<file path="src/rtl/nvt_pkg.sv">
package nvt_pkg;
    typedef enum logic {
        S_THREAD  = 1'b0,
        S_HANDLER = 1'b1
    } nvt_state_e;
endpackage

</file>
<file path="src/rtl/nvt_src.sv">
module nvt_src (
    input  logic clk,
    input  logic rst_n,
    input  logic irq,
    input  logic pulse_mode,
    input  logic set_i,
    input  logic clr_i,
    input  logic ent_i,
    input  logic ret_i,
    output logic pend,
    output logic act
);
    logic irq_q;
    logic edge_hit;
    logic pend_nx;
    logic act_nx;

    assign edge_hit = irq & ~irq_q;

    always_comb begin
        if (ent_i) begin
            pend_nx = 1'b0;
        end else if (pulse_mode) begin
            pend_nx = clr_i ? 1'b0 : (pend | set_i | edge_hit);
        end else if (clr_i && !irq) begin
            pend_nx = 1'b0;
        end else begin
            pend_nx = pend | set_i | (irq & (~act | ret_i));
        end
        act_nx = ent_i | (act & ~ret_i);
    end

    always_ff @(posedge clk or negedge rst_n) begin
        if (!rst_n) begin
            irq_q <= 1'b0;
            pend  <= 1'b0;
            act   <= 1'b0;
        end else begin
            irq_q <= irq;
            pend  <= pend_nx;
            act   <= act_nx;
        end
    end
endmodule

</file>
<file path="src/rtl/nvt_arb.sv">
module nvt_arb #(
    parameter int NSRC   = 8,
    parameter int PRIO_W = 3,
    localparam int IDW   = (NSRC > 1) ? $clog2(NSRC) : 1
) (
    input  logic [NSRC-1:0]        cand,
    input  logic [NSRC*PRIO_W-1:0] prio_flat,
    output logic                   found,
    output logic [IDW-1:0]         win_id,
    output logic [PRIO_W-1:0]      win_prio
);
    always_comb begin
        found    = 1'b0;
        win_id   = '0;
        win_prio = '1;
        for (int k = 0; k < NSRC; k++) begin
            if (cand[k] && (!found || prio_flat[k*PRIO_W +: PRIO_W] < win_prio)) begin
                found    = 1'b1;
                win_id   = IDW'(k);
                win_prio = prio_flat[k*PRIO_W +: PRIO_W];
            end
        end
    end
endmodule

</file>
<file path="src/rtl/nvt_stack.sv">
module nvt_stack #(
    parameter int NSRC = 8,
    localparam int IDW = (NSRC > 1) ? $clog2(NSRC) : 1,
    localparam int DW  = $clog2(NSRC + 1)
) (
    input  logic           clk,
    input  logic           rst_n,
    input  logic           push,
    input  logic [IDW-1:0] push_id,
    input  logic           pop,
    output logic [IDW-1:0] top_id,
    output logic           nonempty,
    output logic           single
);
    logic [IDW-1:0] stk [NSRC];
    logic [DW-1:0]  depth;

    assign nonempty = (depth != '0);
    assign single   = (depth == DW'(1));

    always_comb begin
        top_id = '0;
        for (int k = 0; k < NSRC; k++) begin
            if (depth == DW'(k + 1)) top_id = stk[k];
        end
    end

    always_ff @(posedge clk or negedge rst_n) begin
        if (!rst_n) begin
            depth <= '0;
            for (int k = 0; k < NSRC; k++) stk[k] <= '0;
        end else if (push && depth < DW'(NSRC)) begin
            for (int k = 0; k < NSRC; k++) begin
                if (depth == DW'(k)) stk[k] <= push_id;
            end
            depth <= depth + DW'(1);
        end else if (pop && nonempty) begin
            depth <= depth - DW'(1);
        end
    end
endmodule

</file>
<file path="src/rtl/nvt_top.sv">
module nvt_top
    import nvt_pkg::*;
#(
    parameter int NSRC   = 8,
    parameter int PRIO_W = 3,
    localparam int IDW   = (NSRC > 1) ? $clog2(NSRC) : 1,
    localparam int SBW   = $clog2(PRIO_W + 1)
) (
    input  logic                   clk,
    input  logic                   rst_n,
    input  logic [NSRC-1:0]        irq_in,
    input  logic [NSRC-1:0]        src_en,
    input  logic [NSRC-1:0]        pulse_mode,
    input  logic [NSRC*PRIO_W-1:0] prio_flat,
    input  logic [SBW-1:0]         sub_bits,
    input  logic [NSRC-1:0]        set_pend,
    input  logic [NSRC-1:0]        clr_pend,
    input  logic                   entry,
    input  logic                   ret,
    output logic                   take_req,
    output logic [IDW-1:0]         take_id,
    output logic [NSRC-1:0]        pending,
    output logic [NSRC-1:0]        active
);
    nvt_state_e        state, state_nx;
    logic              found;
    logic [PRIO_W-1:0] win_prio;
    logic [PRIO_W-1:0] cur_prio;
    logic [PRIO_W-1:0] win_grp;
    logic [PRIO_W-1:0] cur_grp;
    logic [IDW-1:0]    top_id;
    logic              nonempty;
    logic              single;
    logic              ent_ok;
    logic              ret_ok;

    assign ent_ok = entry && take_req;
    assign ret_ok = ret && nonempty;

    nvt_arb #(.NSRC(NSRC), .PRIO_W(PRIO_W)) u_arb (
        .cand      (pending & src_en),
        .prio_flat (prio_flat),
        .found     (found),
        .win_id    (take_id),
        .win_prio  (win_prio)
    );

    nvt_stack #(.NSRC(NSRC)) u_stack (
        .clk      (clk),
        .rst_n    (rst_n),
        .push     (ent_ok),
        .push_id  (take_id),
        .pop      (ret_ok),
        .top_id   (top_id),
        .nonempty (nonempty),
        .single   (single)
    );

    for (genvar i = 0; i < NSRC; i++) begin : g_src
        nvt_src u_src (
            .clk        (clk),
            .rst_n      (rst_n),
            .irq        (irq_in[i]),
            .pulse_mode (pulse_mode[i]),
            .set_i      (set_pend[i]),
            .clr_i      (clr_pend[i]),
            .ent_i      (ent_ok && take_id == IDW'(i)),
            .ret_i      (ret_ok && top_id == IDW'(i)),
            .pend       (pending[i]),
            .act        (active[i])
        );
    end

    always_comb begin
        cur_prio = '0;
        for (int k = 0; k < NSRC; k++) begin
            if (top_id == IDW'(k)) cur_prio = prio_flat[k*PRIO_W +: PRIO_W];
        end
        win_grp = win_prio >> sub_bits;
        cur_grp = cur_prio >> sub_bits;
    end

    always_ff @(posedge clk or negedge rst_n) begin
        if (!rst_n) state <= S_THREAD;
        else        state <= state_nx;
    end

    always_comb begin
        state_nx = state;
        unique case (state)
            S_THREAD:  if (ent_ok)           state_nx = S_HANDLER;
            S_HANDLER: if (ret_ok && single) state_nx = S_THREAD;
            default:                         state_nx = S_THREAD;
        endcase
    end

    always_comb begin
        unique case (state)
            S_THREAD:  take_req = found;
            S_HANDLER: take_req = found && (win_grp < cur_grp);
            default:   take_req = 1'b0;
        endcase
    end
endmodule

</file>
<file path="config.mk">
export PLATFORM = sky130hd
export DESIGN_NAME = nvt_top
export DESIGN_NICKNAME = d
export VERILOG_FILES = /design/src/rtl/nvt_pkg.sv /design/src/rtl/nvt_src.sv /design/src/rtl/nvt_arb.sv /design/src/rtl/nvt_stack.sv /design/src/rtl/nvt_top.sv
export SDC_FILE = /design/constraint.sdc
export NUM_CORES = 1
export LEC_CHECK = 0
export ABC_CLOCK_PERIOD_IN_PS = 29400
export BUFFER_PORTS_ARGS = -buffer_cell sky130_fd_sc_hd__buf_2
export CORE_MARGIN = 5
export CORE_UTILIZATION = 55
export DETAILED_ROUTE_END_ITERATION = 8
export GPL_ROUTABILITY_DRIVEN = 0
export PLACE_DENSITY = 0.85
export SLEW_MARGIN = 20
export SYNTH_ARGS = -nofsm -noshare
export SYNTH_HDL_FRONTEND = slang
export SYNTH_SLANG_ARGS = --single-unit
</file>
<file path="constraint.sdc">
create_clock -name clk -period 29.4 [get_ports clk]
set_input_delay 5.88 -clock clk [delete_from_list [all_inputs] [get_ports clk]]
set_output_delay 5.88 -clock clk [all_outputs]
set_load 0.01 [all_outputs]
</file>
==> impl_metrics.py <==
metrics = {
    "sta": {
        "whs_ns": 0.5071,
        "max_clock_freq_ghz": 0.04348,
        "tightest_slew_ns": 0.7419,
        "slew_headroom_pct": 49.26,
        "setup_viol": 0,
        "min_period_over_period_pct": 78.23,
        "rsz0062_at_grt": "false",
        "finalClockSkew_ns": 0.006522,
        "min_period_ns": 23.00,
        "finalHoldViolations": 0,
        "slew_violations": 0,
        "setup_tns_ns": 0,
    },
    "clocking": {
        "cts-resized-gates": 0,
        "cts-buffers-inserted": 5,
        "cts-root-buf": "clkbuf_8",
        "clock_path_buffers": 2,
        "cts_hold_buf": 0,
        "cts_tree": "yes",
        "clk_pin_slew_ns": 0.09,
        "clock_sinks": 53,
        "cts_max_level": 2,
        "clk_latency_ns": 0.30,
        "cts_setup_buffers": 0,
    },
    "logic_synthesis": {
        "synth_ff_type": "dfrtp_1",
        "syn_area_sq_um": 4209,
        "synth_seq_cells": 53,
        "synth.distinct_cells": 74,
        "syn_inst": 466,
        "synth-edff-count": 0,
        "yosysWarnings": 0,
        "async_reset_ff_share_pct": 100.0,
        "synth_fp_nets": 552,
        "ys_seq_area_share_pct": 31.51,
        "postSynthAreaPerCell_sq_um": 9.032,
    },
    "final_layout": {
        "area_delta_synth_final_pct": 11.83,
        "nets": 622,
        "final_cell_mix": "89 x buf_2, 53 x dfrtp_1, 41 x nand2_1",
        "drive_above_1_share_pct": 27.43,
        "final_common_cell": "buf_2",
        "fillCellCount": 631,
        "multi_input_comb_area_sq_um": 2556,
        "regArea_sq_um": 1326,
        "final_area_sq_um": 4707,
        "antenna-diode-count": 0,
    },
    "route": {
        "wl_per_cell_um": 17.71,
        "totalWireLength_um": 11300,
        "avgViaCountPerCell": 6.227,
        "route.detailed.drc": 0,
        "postRouteAntennaNets": 0,
        "num_vias": 3973,
        "drt_iter0_drc": 244,
        "dr.pass1.iters": 5,
    },
    "floorplanning": {
        "die_w_um": 97.48,
        "core_region_area_sq_um": 7607,
        "start_util_pct": 55.33,
        "ioPinCount": 90,
        "num_rows": 32,
        "dieArea_sq_um": 9502,
        "die_y_um": 97.48,
    },
    "place": {
        "dpl_cell_area_sq_um": 4621,
        "hpwl_um": 8882,
        "port_buffers": 89,
    },
    "power_and_ir_drop": {
        "p_leak_uw": 0.002214,
        "powerDensity_nw_per_um2": 89.89,
        "peakVddDrop_v": 0.00004051,
    },
    "setup_path": {
        "crit_buf_inv": 6,
        "cp_common_cell": "ha_1",
        "cp_slowest_stage_delay_ns": 0.69,
        "cp-start-kind": "primary input",
        "worstPathArrival_ns": 17.12,
        "cp.required_ns": 23.52,
        "criticalPathCategory": "in -> out",
        "cp-end-kind": "output port",
        "critPathMaxFanout": 10,
        "cp_top_family": "compound AO/OA/AOI/OAI gates",
        "worst_path_max_delay_cell": "a2111oi_0",
    },
    "global_routing": {
        "grt_pass1_vias": 3974,
        "grt_pass1_wl_um": 18830,
        "grt_use_total_pct": 23.62,
        "grt_overflow": 0,
        "antenna_found_initial": 0,
        "grt_max_degree": 54,
    },
    "status": {
        "status": "complete, no violations",
    },
    "min_path": {
        "hp-class": "reg -> reg",
    },
    "flow_run": {
        "drv_cap": 0,
    },
}
## cells by family (layout without fill, tap and decap cells)
| group | count (synthesis) | in the layout | synth area share, % |
|---|---|---|---|
| AND/OR/NAND/NOR | 143 | 143 | 17.87 |
| buffers and inverters | 68 | 138 | 7.759 |
| flip-flops | 53 | 53 | 31.51 |
| XOR/XNOR | 1 | 1 | 0.2081 |
| adder cells (fa/ha/maj) | 16 | 16 | 4.756 |
| multiplexers | 46 | 46 | 12.46 |
| AO/OA/AOI/OAI | 139 | 139 | 25.45 |
## routing by layer
layer / vias to the layer above / wire length (um) / share of wire, % / track usage, %
met1: 1927 / 4540 / 40 / 28.86
met4: 0 / 283 / 2.5 / 8.200
met5: - / 0 / 0 / 0
li1: 1865 / - / - / -
met2: 148 / 5709 / 51 / 41.59
met3: 33 / 764 / 6.8 / 4.307
## power by group
part | total [uW] | switching [uW] | internal [uW]
clock network | 40.6 | 21.9 | 18.7
logic | 260 | 149 | 111
registers | 122 | 21.6 | 101
total | 423 | 193 | 231
## area by class of cell
class	instances	area share [%]
timing repair buffer	91	9.782
sequential	53	28.18
inverter	40	3.190
multi-input combinational	345	54.31
clock buffer	7	1.834
tap	102	2.711
## sequential cells by signal, summed over array words and instances (netlist names)
signal,flops
state,1
g_src.u_src.act,8
u_stack.depth,4
g_src.u_src.irq_q,8
g_src.u_src.pend,8
u_stack.stk,24
## worst paths after layout
kind / depth (start not counted) / slack [ns] / startpoint / end
worst max-delay path: 53 / 6.40 / src_en[0] / take_req
worst min-delay path: 1 / 0.51 / u_stack.stk[15]$_DFFE_PN0P_ / u_stack.stk[15]$_DFFE_PN0P_
max in group asynchronous: 2 / 23.27 / rst_n / u_stack.stk[0]$_DFFE_PN0P_
worst min register to register: 1 / 0.51 / u_stack.stk[15]$_DFFE_PN0P_ / u_stack.stk[15]$_DFFE_PN0P_
min in group asynchronous: 2 / 5.67 / rst_n / g_src[1].u_src.irq_q$_DFF_PN0_
worst max register to register: 51 / 16.95 / g_src[0].u_src.pend$_DFF_PN0_ / u_stack.stk[13]$_DFFE_PN0P_
## through the flow
step | setup WS (ns) | power (uW) | utilization (%) | instances
after floorplan | 8.088 | 318.1 | - | 466
after CTS | 6.556 | 421.8 | 61.88 | 638
final | 6.400 | 423.1 | 61.88 | 638
after detailed placement | 6.576 | 380.2 | 60.74 | 631
after global placement | 7.348 | 369.7 | 60.74 | 631
after global routing | 5.407 | 456.4 | 61.88 | 638
## worst reg2reg max path: cells and delay by family (launching register included)
kind,cells,cell delay [ns]
AO/OA/AOI/OAI,22,5.81
adder cells (fa/ha/maj),8,2.08
buffers and inverters,4,0.24
flip-flops,1,0.49
multiplexers,4,1.25
AND/OR/NAND/NOR,13,2.50
## synthesized netlist by cell type, drive strengths merged, types with 7 or more instances
library cell | count | share of area [%]
a21oi | 19 | 2.3
a311oi | 9 | 2.3
a31oi | 7 | 1.5
and2 | 10 | 1.5
and3 | 12 | 1.9
buf | 22 | 3.7
dfrtp | 53 | 32
ha | 16 | 4.8
inv | 40 | 3.6
mux2 | 28 | 7.6
mux2i | 16 | 3.8
nand2 | 41 | 3.7
nand2b | 12 | 1.8
nand3 | 17 | 2.0
nor2 | 19 | 1.7
nor3 | 8 | 0.95
o21ai | 36 | 4.4
No activity file was read; power rests on OpenSTA's default activity.
